`config.mk`:
```
export PLATFORM = sky130hd
export DESIGN_NAME = evt_irq_ctrl
export DESIGN_NICKNAME = d
export VERILOG_FILES = /design/src/rtl/eic_pkg.sv /design/src/rtl/eic_flag_bank.sv /design/src/rtl/eic_cfg_regs.sv /design/src/rtl/eic_arbiter.sv /design/src/rtl/eic_wake.sv /design/src/rtl/evt_irq_ctrl.sv
export SDC_FILE = /design/constraint.sdc
export NUM_CORES = 1
export LEC_CHECK = 0
export CAP_MARGIN = 10
export CORE_MARGIN = 10
export CORE_UTILIZATION = 45
export DETAILED_ROUTE_END_ITERATION = 10
export PLACE_DENSITY = 0.66
export SYNTH_ARGS = -nofsm -noshare
export SYNTH_HDL_FRONTEND = slang
export SYNTH_SLANG_ARGS = --single-unit
```
`constraint.sdc`:
```
create_clock -name clk -period 37.2 [get_ports clk]
set_clock_uncertainty 0.05 [all_clocks]
set_input_delay 7.44 -clock clk [delete_from_list [all_inputs] [get_ports clk]]
set_output_delay 7.44 -clock clk [all_outputs]
set_load 0.02 [all_outputs]
```
`src/rtl/eic_pkg.sv`:
```
package eic_pkg;
  // register offsets; the priority bank starts at REG_PRIO0 and is contiguous
  localparam int unsigned REG_CLR   = 0;
  localparam int unsigned REG_SET   = 1;
  localparam int unsigned REG_EN    = 2;
  localparam int unsigned REG_PRIO0 = 3;
endpackage

```
`src/rtl/eic_flag_bank.sv`:
```
module eic_flag_bank #(
  parameter int NUM_SRC = 15,
  parameter int NUM_SW  = 4,
  localparam int NUM_HW = NUM_SRC - NUM_SW
) (
  input  logic               clk,
  input  logic               rst_n,
  input  logic [NUM_HW-1:0]  hw_req,
  input  logic [NUM_SRC-1:0] clr_vec,
  input  logic [NUM_SW-1:0]  set_sw,
  output logic [NUM_SRC-1:0] flags_q
);
  for (genvar i = 0; i < NUM_SRC; i++) begin : g_flag
    logic raise;
    if (i < NUM_HW) begin : g_hw
      assign raise = hw_req[i];
    end else begin : g_sw
      assign raise = set_sw[i-NUM_HW];
    end
    always_ff @(posedge clk or negedge rst_n) begin
      if (!rst_n) flags_q[i] <= 1'b0;
      else        flags_q[i] <= (flags_q[i] & ~clr_vec[i]) | raise;
    end
  end
endmodule

```
`src/rtl/eic_cfg_regs.sv`:
```
module eic_cfg_regs
  import eic_pkg::*;
#(
  parameter int NUM_SRC = 15,
  parameter int PRIO_W  = 4,
  parameter int ADDR_W  = 3,
  parameter int DATA_W  = 16,
  localparam int PER_REG = DATA_W / PRIO_W
) (
  input  logic                      clk,
  input  logic                      rst_n,
  input  logic                      wr_en,
  input  logic [ADDR_W-1:0]         wr_addr,
  input  logic [DATA_W-1:0]         wr_data,
  output logic [NUM_SRC-1:0]        en_q,
  output logic [NUM_SRC*PRIO_W-1:0] prio_q
);
  localparam logic [ADDR_W-1:0] A_EN = ADDR_W'(REG_EN);

  always_ff @(posedge clk or negedge rst_n) begin
    if (!rst_n)                       en_q <= '0;
    else if (wr_en && wr_addr == A_EN) en_q <= wr_data[NUM_SRC-1:0];
  end

  for (genvar i = 0; i < NUM_SRC; i++) begin : g_prio
    localparam int FLD = i % PER_REG;
    localparam logic [ADDR_W-1:0] A_P = ADDR_W'(REG_PRIO0 + i / PER_REG);
    always_ff @(posedge clk or negedge rst_n) begin
      if (!rst_n)
        prio_q[i*PRIO_W +: PRIO_W] <= '0;
      else if (wr_en && wr_addr == A_P)
        prio_q[i*PRIO_W +: PRIO_W] <= wr_data[FLD*PRIO_W +: PRIO_W];
    end
  end
endmodule

```
`src/rtl/eic_arbiter.sv`:
```
module eic_arbiter #(
  parameter int NUM_SRC = 15,
  parameter int PRIO_W  = 4,
  localparam int IDX_W  = $clog2(NUM_SRC)
) (
  input  logic [NUM_SRC-1:0]        cand,
  input  logic [NUM_SRC*PRIO_W-1:0] prio,
  output logic [PRIO_W-1:0]         win_prio,
  output logic [IDX_W-1:0]          win_idx
);
  // descending scan with >= lets the lower index take a tie
  always_comb begin
    win_prio = '0;
    win_idx  = '0;
    for (int i = NUM_SRC - 1; i >= 0; i--) begin
      if (cand[i] && prio[i*PRIO_W +: PRIO_W] >= win_prio) begin
        win_prio = prio[i*PRIO_W +: PRIO_W];
        win_idx  = IDX_W'(i);
      end
    end
  end
endmodule

```
`src/rtl/eic_wake.sv`:
```
module eic_wake #(
  parameter int PRIO_W  = 4,
  parameter int NUM_PIN = 2
) (
  input  logic                      rst_n,
  input  logic [NUM_PIN-1:0]        pin,
  input  logic [NUM_PIN-1:0]        pin_en,
  input  logic [NUM_PIN*PRIO_W-1:0] pin_prio,
  input  logic [PRIO_W-1:0]         mask,
  output logic                      wake
);
  logic [NUM_PIN-1:0] hit;
  for (genvar k = 0; k < NUM_PIN; k++) begin : g_pin
    assign hit[k] = pin[k] & pin_en[k] & (pin_prio[k*PRIO_W +: PRIO_W] > mask);
  end
  assign wake = ~rst_n | (|hit);
endmodule

```
`src/rtl/evt_irq_ctrl.sv`:
```
module evt_irq_ctrl
  import eic_pkg::*;
#(
  parameter int NUM_SRC  = 15,
  parameter int NUM_SW   = 4,
  parameter int PRIO_W   = 4,
  parameter int ADDR_W   = 3,
  parameter int DATA_W   = 16,
  parameter int EXT0_IDX = 0,
  parameter int EXT1_IDX = 1,
  localparam int NUM_HW  = NUM_SRC - NUM_SW,
  localparam int IDX_W   = $clog2(NUM_SRC)
) (
  input  logic              clk,
  input  logic              rst_n,
  input  logic [NUM_HW-1:0] hw_req,
  input  logic              wr_en,
  input  logic [ADDR_W-1:0] wr_addr,
  input  logic [DATA_W-1:0] wr_data,
  input  logic [PRIO_W-1:0] cpu_mask,
  output logic              irq_req,
  output logic [IDX_W-1:0]  irq_vec,
  output logic              wake
);
  localparam logic [ADDR_W-1:0] A_CLR = ADDR_W'(REG_CLR);
  localparam logic [ADDR_W-1:0] A_SET = ADDR_W'(REG_SET);

  logic [NUM_SRC-1:0]        clr_vec, flags_q, en_q, cand_w;
  logic [NUM_SW-1:0]         set_sw;
  logic [NUM_SRC*PRIO_W-1:0] prio_q;
  logic [PRIO_W-1:0]         win_prio;
  logic [IDX_W-1:0]          win_idx;

  assign clr_vec = (wr_en && wr_addr == A_CLR) ? wr_data[NUM_SRC-1:0] : '0;
  assign set_sw  = (wr_en && wr_addr == A_SET) ? wr_data[NUM_SRC-1:NUM_HW] : '0;

  eic_flag_bank #(.NUM_SRC(NUM_SRC), .NUM_SW(NUM_SW)) flags_i (
    .clk(clk), .rst_n(rst_n), .hw_req(hw_req),
    .clr_vec(clr_vec), .set_sw(set_sw), .flags_q(flags_q)
  );

  eic_cfg_regs #(.NUM_SRC(NUM_SRC), .PRIO_W(PRIO_W), .ADDR_W(ADDR_W), .DATA_W(DATA_W)) cfg_i (
    .clk(clk), .rst_n(rst_n), .wr_en(wr_en), .wr_addr(wr_addr),
    .wr_data(wr_data), .en_q(en_q), .prio_q(prio_q)
  );

  for (genvar i = 0; i < NUM_SRC; i++) begin : g_cand
    assign cand_w[i] = flags_q[i] & en_q[i] & (|prio_q[i*PRIO_W +: PRIO_W]);
  end

  eic_arbiter #(.NUM_SRC(NUM_SRC), .PRIO_W(PRIO_W)) arb_i (
    .cand(cand_w), .prio(prio_q), .win_prio(win_prio), .win_idx(win_idx)
  );

  assign irq_req = win_prio > cpu_mask;
  assign irq_vec = irq_req ? win_idx : '0;

  eic_wake #(.PRIO_W(PRIO_W), .NUM_PIN(2)) wake_i (
    .rst_n(rst_n),
    .pin({hw_req[EXT1_IDX], hw_req[EXT0_IDX]}),
    .pin_en({en_q[EXT1_IDX], en_q[EXT0_IDX]}),
    .pin_prio({prio_q[EXT1_IDX*PRIO_W +: PRIO_W], prio_q[EXT0_IDX*PRIO_W +: PRIO_W]}),
    .mask(cpu_mask),
    .wake(wake)
  );
endmodule

```
* Word level (Yosys, flattened, before mapping) *
Index checks and enable logic that the tools add are counted.

storage, ports and cells
  bits in registers = 90

operators by class
  $lt $le $gt $ge = 18
  bitwise gates (word level) = 81
  equal/unequal tests = 6
  reduce and logical (&&, ||, !) cells = 39
  mux-type cells = 33

operator list
  cell                                                                    count
  4-bit 2-to-1 mux                                                        32
  4-bit OR reduction                                                      15
  4-bit >= comparator                                                     14
  1-bit bitwise AND                                                       49
  1-bit logical AND                                                       22
  1-bit NOT                                                               16
  1-bit bitwise OR                                                        16
  15-bit 2-to-1 mux                                                       1
  4-bit greater-than comparator                                           3
  3-bit equality test (second input constant)                             3
  3-bit by 2-bit equality test with 1-bit output (second input constant)  2
  4-bit by 1-bit >= comparator with 1-bit output (second input constant)  1
  3-bit by 1-bit equality test with 1-bit output (second input constant)  1
  3-bit zero test                                                         1
  2-bit OR reduction                                                      1

* Depth between registers and ports, before layout *
Gate-level depths: netlist of the first run.

  depth after elaboration = 48
  gate-level depth with buffers = 116
  depth with buffers taken out = 115

* Hierarchy *
Synthesis of the first run repeated with hierarchy kept, for this count alone.

second synthesis, totals
  cells, all modules = 688
  area total of the unflattened synthesis = 6,807.8 sq um

modules (own cells, without submodules)
  module         area each (sq um)  cells each  times used
  eic_cfg_regs   2,942.8            162         1
  eic_arbiter    2,597.5            366         1
  eic_flag_bank  544.3              45          1
  evt_irq_ctrl   519.2              88          1
  eic_wake       203.9              27          1

* Worst setup path after synthesis of the first run *
OpenSTA, ideal clock, no wires.

  path type = register to output
  start = register flags_i.flags_q[14]
  end = output port irq_vec[1]
  data arrival time = 20.981 ns
  slack = 8.729 ns
  stages on the path, launching flop included = 112
  buffers on the path = 1
  required time = 29.710 ns
  cells stage by stage = dfrtp_1 and3_1 ha_1 nor3b_2 o21ai_2 nand2_1 o21ai_0 ha_1 nand2b_1 a21o_1 o2111ai_1 nand2_2 mux2_4 ha_1 nand2b_1 a21o_1 maj3_1 a21oi_1 [... 76 more ...] nand2b_1 a21o_1 a21o_1 a21oi_1 nor3_1 inv_1 nand2_1 o22ai_1 a21oi_1 ha_1 nor2b_1 o21ai_0 nand2b_1 a21oi_1 a41o_1 inv_1 nand2_1 a311oi_1

between the ends
  cells in the longest elaborated chain, start to end = 48

ends and longest elaborated chain
  element                              RTL line             text
  start: declaration                   eic_flag_bank.sv:11  output logic [NUM_SRC-1:0] flags_q
  start signal: indexed assignment     eic_flag_bank.sv:22  else flags_q[i] <= (flags_q[i] & ~clr_vec[i]) | raise;
  1-bit bitwise AND (*) (2 in series)  evt_irq_ctrl.sv:48   assign cand_w[i] = flags_q[i] & en_q[i] & (|prio_q[i*PRIO_W +: PRIO_W]);
  1-bit logical AND (*)                eic_arbiter.sv:16    if (cand[i] && prio[i*PRIO_W +: PRIO_W] >= win_prio) begin
  4-bit 2-to-1 mux (*)                 eic_arbiter.sv:16
  4-bit >= comparator                  eic_arbiter.sv:16
  1-bit logical AND                    eic_arbiter.sv:16
  4-bit 2-to-1 mux (*)                 eic_arbiter.sv:16
  4-bit >= comparator                  eic_arbiter.sv:16
  1-bit logical AND                    eic_arbiter.sv:16
  [... 32 more ...]                    --
  1-bit logical AND                    eic_arbiter.sv:16
  4-bit 2-to-1 mux (*)                 eic_arbiter.sv:16
  4-bit >= comparator                  eic_arbiter.sv:16
  1-bit logical AND                    eic_arbiter.sv:16
  4-bit 2-to-1 mux (*)                 eic_arbiter.sv:16
  4-bit greater-than comparator (*)    evt_irq_ctrl.sv:55   assign irq_req = win_prio > cpu_mask;
  via irq_req                          evt_irq_ctrl.sv:21   output logic irq_req,
  4-bit 2-to-1 mux (*)                 evt_irq_ctrl.sv:56   assign irq_vec = irq_req ? win_idx : '0;
  end: declaration                     evt_irq_ctrl.sv:22   output logic [IDX_W-1:0] irq_vec,

Mark *: on every way through the listed nets, which the timed path passes. The rest lies on a longest branch.

* Worst setup path after layout of the first run *
  start = register flags_i.flags_q[14]
  end = output port irq_vec[1]

between the ends
  cells in the longest elaborated chain, start to end = 48

ends and longest elaborated chain
  element                              RTL line
  1-bit bitwise AND (*) (2 in series)  evt_irq_ctrl.sv:48
  1-bit logical AND (*)                eic_arbiter.sv:16
  4-bit 2-to-1 mux                     eic_arbiter.sv:16
  4-bit >= comparator                  eic_arbiter.sv:16
  1-bit logical AND                    eic_arbiter.sv:16
  4-bit 2-to-1 mux                     eic_arbiter.sv:16
  4-bit >= comparator                  eic_arbiter.sv:16
  1-bit logical AND                    eic_arbiter.sv:16
  [... 31 more ...]                    --
  4-bit >= comparator                  eic_arbiter.sv:16
  1-bit logical AND                    eic_arbiter.sv:16
  4-bit 2-to-1 mux                     eic_arbiter.sv:16
  4-bit >= comparator                  eic_arbiter.sv:16
  1-bit logical AND                    eic_arbiter.sv:16
  4-bit 2-to-1 mux                     eic_arbiter.sv:16
  4-bit greater-than comparator        evt_irq_ctrl.sv:55
  4-bit 2-to-1 mux (*)                 evt_irq_ctrl.sv:56

Mark *: on every way between the ends. The rest lies on a longest branch, timed or not.

==> results.yml, run 1 <==
placement:
  place_inst: 875
  port-buffer-count: 42
  placed_area_mm2: 0.007109
  gp_congestion: 0.9603
  dp_hpwl_um: 13300
clocking:
  root_buffer: "clkbuf_16"
  cts_resized: 0
  hold_buffers: 0
  cts_made_buffers: 9
  clock_latency_ns: 0.34
  cts_tree: "done"
  cts_sinks: 90
  htree_levels: 3
  clkTransAtPathRegs_ns: 0.07
  cts.path.max_buffers: 2
  postCtsSetupBuffers: 0
yosys:
  syn_avg_cell_area_um2: 9.791
  synth_edf_count: 0
  yosys.cell_types.count: 70
  synth_seq_area_share_pct: 34.90
  synth_area_mm2: 0.006452
  synth_top_area_share_pct: 34.90
  synth_most_common_cell: "dfrtp_1"
  ys_seq_elements: 90
  async_reset_ff_share_pct: 100.0
  synth.top_cells.by_count: "dfrtp_1, mux2_2, nand2_1, ha_1, inv_1"
  synth_flop_cell: "dfrtp_1"
  synth_cells: 659
  synth_area_leaders: "dfrtp_1, mux2_2, ha_1"
  syn_nets: 752
  synth.largest_area_cell: "dfrtp_1"
  synth_warnings: 0
layout:
  areaGrowthSynthToFinish_pct: 14.80
  drive_gt1_share_pct: 18.28
  finalNonFillerCells: 891
  utilization_pct: 52.95
  final_area_mm2: 0.007407
  nets: 799
  diodes: 0
sta:
  fin_crit_sh_pct: 85.08
  tns_ns: 0
  slew_headroom_pct: 39.18
  slew_violations: 0
  period_minus_slack_ns: 31.65
  setup_violations: 0
  rsz0062_at_grt: "no"
  hold_viol: 0
  max_slew.worst_pin.slew_ns: 0.9074
  max_freq_ghz: 0.03160
setup_path:
  crit_type: "reg2out"
  reg2reg_from: "cfg_i.prio_q[7]$_DFFE_PN0P_"
  worstPathMaxFanout: 9
  cp_slowest_cell: "clkdlybuf4s50_1"
  cpPeakStageDelay_ns: 0.67
  arrival_ns: 24.16
  crit_path_end_kind: "output port"
  crit_top_cell: "ha_1"
  crit_required_ns: 29.71
  path_buf_inv: 7
  path_delay_family: "compound AO/OA/AOI/OAI gates"
  startpoint: "flags_i.flags_q[14]$_DFF_PN0_"
  start_kind: "flip-flop"
detailed_routing:
  antenna_left: 0
  vias_per_cell: 5.919
  avgRoutedWirePerCell_um: 19.52
  totalWireLength_um: 17390
  vias: 5274
  drt_iter0_markers: 414
  drt_first_pass_iters: 4
  drc: 0
die:
  die_h_um: 139.7
  die-area_mm2: 0.01953
  rows: 43
  fp.dieW_um: 139.7
  coreArea_mm2: 0.01399
  start_util_pct: 46.13
  pin_count: 43
worst_hold_path:
  min_from: "flags_i.flags_q[4]$_DFF_PN0_"
  worstHoldPathType: "reg2reg"
global_routing:
  gr-usage-all-layers_pct: 17.66
  grt_antenna_before_repair: 0
  grt_pass1_vias: 5374
  grt-ovfl-total: 0
  grt_pass1_wl_um: 28120
  grt_max_degree: 50
flow_run:
  maxCapViolations: 0
outcome:
  outcome: "completed"
==> kinds of logic after synthesis <==
family,after synthesis,synth area share [%]
AOI/OAI and AO/OA,168,19.06
buffers and inverters,51,2.986
adders and majority gates,58,11.19
muxes,88,15.61
and+or+nand+nor,204,16.25
DFF,90,34.90
==> cell usage in the layout (no fill, tap or decap), types with 3 or more instances in the layout <==
cell type and count:
a211oi_1 5, a21boi_0 4, a21o_1 27, a21oi_1 30, a31oi_1 6, and2_1 9, buf_4 5, clkbuf_16 9
clkdlybuf4s50_1 41, dfrtp_1 90, ha_1 56, inv_1 41, mux2_2 81, mux2_4 5, nand2_1 66, nand2b_1 19
nand3_1 20, nand4_1 7, nor2_1 32, nor2b_1 6, nor3_1 5, nor4_1 11, o2111ai_1 5, o211ai_1 10
o21a_1 10, o21ai_0 30, o21bai_1 6, or2_2 3, or3_1 3, or3b_1 3, or4_1 3
==> registers in the layout, indices dropped and copies added, names as in the netlist <==
register         cells
cfg_i.en_q          15
cfg_i.prio_q        60
flags_i.flags_q     15
==> path summary, 6_finish.rpt <==
kind	endpoint	slack [ns]	cells past startpoint
setup / recovery	irq_vec[1]	5.55	112
hold / removal	flags_i.flags_q[4]$_DFF_PN0_	0.43	1
setup reg to reg	cfg_i.prio_q[7]$_DFFE_PN0P_	36.28	1
hold reg to reg	flags_i.flags_q[4]$_DFF_PN0_	0.43	1
max in group asynchronous	cfg_i.prio_q[13]$_DFFE_PN0P_	29.01	2
min in group asynchronous	flags_i.flags_q[9]$_DFF_PN0_	7.07	1
==> metal layers <==
metal,vias up,global-route usage [%],share of wire [%]
li1,2545,-,-
met1,2603,23.20,46
met2,104,28.51,47
met3,22,3.334,5.1
met4,0,5.598,2.3
met5,-,0,0
==> layout make-up <==
class | count | area [µm²]
Fill cell | 1252 | 6581
Clock inverter | 4 | 51.30
Timing Repair Buffer | 46 | 447.9
Sequential cell | 90 | 2252
Multi-Input combinational cell | 518 | 4030
Inverter | 41 | 153.9
Clock buffer | 12 | 246.5
Tap cell | 180 | 225.2
==> metrics by stage <==
step / hold WS (ns) / setup slack, ns
after floorplan: 0.3990 / 8.729
after global placement: 0.4099 / 7.075
after detailed placement: 0.4201 / 6.093
after CTS: 0.4350 / 5.636
after global routing: 0.4426 / 3.917
final: 0.4322 / 5.551
Power of run 1 is left out: the tool's default activity adds up to more than one toggle a clock period on the data nets, which glitch-free logic cannot reach.
==> inputs of run 2 (changes only) <==
--- a/config.mk
+++ b/config.mk
@@ -5,11 +5,11 @@
 export SDC_FILE = /design/constraint.sdc
 export NUM_CORES = 1
 export LEC_CHECK = 0
-export CAP_MARGIN = 10
 export CORE_MARGIN = 10
-export CORE_UTILIZATION = 45
+export CORE_UTILIZATION = 50
 export DETAILED_ROUTE_END_ITERATION = 10
-export PLACE_DENSITY = 0.66
+export PLACE_DENSITY = 0.71
+export RECOVER_POWER = 50
 export SYNTH_ARGS = -nofsm -noshare
 export SYNTH_HDL_FRONTEND = slang
 export SYNTH_SLANG_ARGS = --single-unit
==> run 2 against run 1 <==
Against the previous run:
- the flow now finishes with violations (max-capacitance violations, max-slew violations)
- hold slack got worse by 0.0027 ns
- sequential share of layout area rose by 0.23 points
- die area fell by 8.6%
==> results.yml, run 2 (synthesized netlist as in run 1, its figures left out) <==
placement:
  gp_congestion: 0.9439
  port-buffer-count: 42
  dp_hpwl_um: 13080
setup_path:
  cpPeakStageDelay_ns: 0.71
  r2r_slack_ns: 36.28
  path_delay_family: "compound AO/OA/AOI/OAI gates"
  worstRegToRegCells: 1
  worstPathMaxFanout: 9
  crit_path_end: "irq_vec[2]"
  start_kind: "flip-flop"
  reg2reg_from: "cfg_i.prio_q[7]$_DFFE_PN0P_"
  path_buf_inv: 6
  crit_required_ns: 29.71
  crit_path_end_kind: "output port"
  crit_cells: 113
  crit_type: "reg2out"
  arrival_ns: 24.55
  startpoint: "flags_i.flags_q[14]$_DFF_PN0_"
  cp_slowest_cell: "nor3_1"
  crit_top_cell: "ha_1"
  reg2reg_to: "cfg_i.prio_q[7]$_DFFE_PN0P_"
sta:
  hold_viol: 0
  setup_violations: 0
  rsz0062_at_grt: "no"
  fin_crit_sh_pct: 86.13
  max_freq_ghz: 0.03121
  max_slew.worst_pin.slew_ns: 2.829
  slew_violations: 94
  tns_ns: 0
  period_minus_slack_ns: 32.04
  slew_headroom_pct: -88.58
layout:
  areaGrowthSynthToFinish_pct: 13.92
  largest-register: "cfg_i.prio_q"
  drive_gt1_share_pct: 17.72
  final_cell_mix: "dfrtp_1, mux2_2, nand2_1, ha_1, inv_1"
  diodes: 0
  nets: 799
  largest_reg_flops: 60
  layout_commonest_cell: "dfrtp_1"
  top_regs: "cfg_i.prio_q: 60 flops, cfg_i.en_q: 15 flops, flags_i.flags_q: 15 flops"
die:
  coreArea_mm2: 0.01262
  fp.dieW_um: 133.6
  rows: 41
  start_util_pct: 51.13
  pin_count: 43
  die_h_um: 133.6
  die-area_mm2: 0.01785
flow_run:
  maxCapViolations: 2
global_routing:
  grt_max_degree: 53
  grt_antenna_before_repair: 0
  grt-ovfl-total: 0
  gr-usage-all-layers_pct: 19.19
  grt_pass1_wl_um: 27710
  grt_pass1_vias: 5396
clocking:
  cts_sinks: 90
  root_buffer: "clkbuf_16"
  cts.path.max_buffers: 2
  htree_levels: 3
  clock_latency_ns: 0.34
  hold_buffers: 0
  cts_tree: "done"
  postCtsSetupBuffers: 0
  cts_made_buffers: 9
  cts_resized: 0
  clkTransAtPathRegs_ns: 0.06
detailed_routing:
  avgRoutedWirePerCell_um: 19.22
  drt_first_pass_iters: 5
  totalWireLength_um: 16970
  drc: 0
  antenna_left: 0
  drt_iter0_markers: 353
  vias: 5343
  vias_per_cell: 6.051
outcome:
  outcome: "complete, but fails checks"
  violations: "max-capacitance violations, max-slew violations"
worst_hold_path:
  worstHoldPathType: "reg2reg"
[run 2: through the flow]
stage / setup slack (ns) / hold WS (ns) / instance area (µm²) / util [%] / instances
after floorplan: 8.729 / 0.3990 / 6452 / - / 659
after global placement: 6.454 / 0.4088 / 7097 / 56.24 / 867
after detailed placement: 5.843 / 0.4197 / 7097 / 56.24 / 867
after CTS: 5.301 / 0.4320 / 7367 / 58.38 / 883
after global routing: 3.318 / 0.4447 / 7351 / 58.25 / 883
final: 5.160 / 0.4296 / 7351 / 58.25 / 883
[run 2: final cells by class]
class                   count  area, µm²
inverters                  41      153.9
well taps                 172      215.2
clock inverters             6      41.29
multi-input cells         518       4023
fillers                  1141       5269
repair buffers             46      436.7
flip-flops and latches     90       2252
clock buffers              10      229.0
[run 2: how the worst min path moves through the flow]
stage                                      start                            to  depth (start not counted)
global route        flags_i.flags_q[1]$_DFF_PN0_  flags_i.flags_q[1]$_DFF_PN0_                          1
global placement    flags_i.flags_q[2]$_DFF_PN0_  flags_i.flags_q[2]$_DFF_PN0_                          1
detailed placement  flags_i.flags_q[2]$_DFF_PN0_  flags_i.flags_q[2]$_DFF_PN0_                          1
CTS                 flags_i.flags_q[2]$_DFF_PN0_  flags_i.flags_q[2]$_DFF_PN0_                          1
floorplan           flags_i.flags_q[4]$_DFF_PN0_  flags_i.flags_q[4]$_DFF_PN0_                          1
finish              flags_i.flags_q[2]$_DFF_PN0_  flags_i.flags_q[2]$_DFF_PN0_                          1
[run 2: per-layer routing]
| metal | global-route usage [%] | routed length [µm] | vias up |
|---|---|---|---|
| li1 | - | - | 2548 |
| met1 | 24.43 | 7640 | 2634 |
| met2 | 32.02 | 8150 | 126 |
| met3 | 2.932 | 597 | 35 |
| met4 | 7.255 | 582 | 0 |
| met5 | 0 | 0 | - |
Power of run 2 is left out for the same reason.
==> inputs of run 3 (changes only) <==
--- a/config.mk
+++ b/config.mk
@@ -13,3 +13,4 @@
 export SYNTH_ARGS = -nofsm -noshare
 export SYNTH_HDL_FRONTEND = slang
 export SYNTH_SLANG_ARGS = --single-unit
+export TNS_END_PERCENT = 10
==> results of run 3 <==
The final DEF is identical to that of run 2; final timing and power are the same.
Power of run 3 is left out for the same reason.
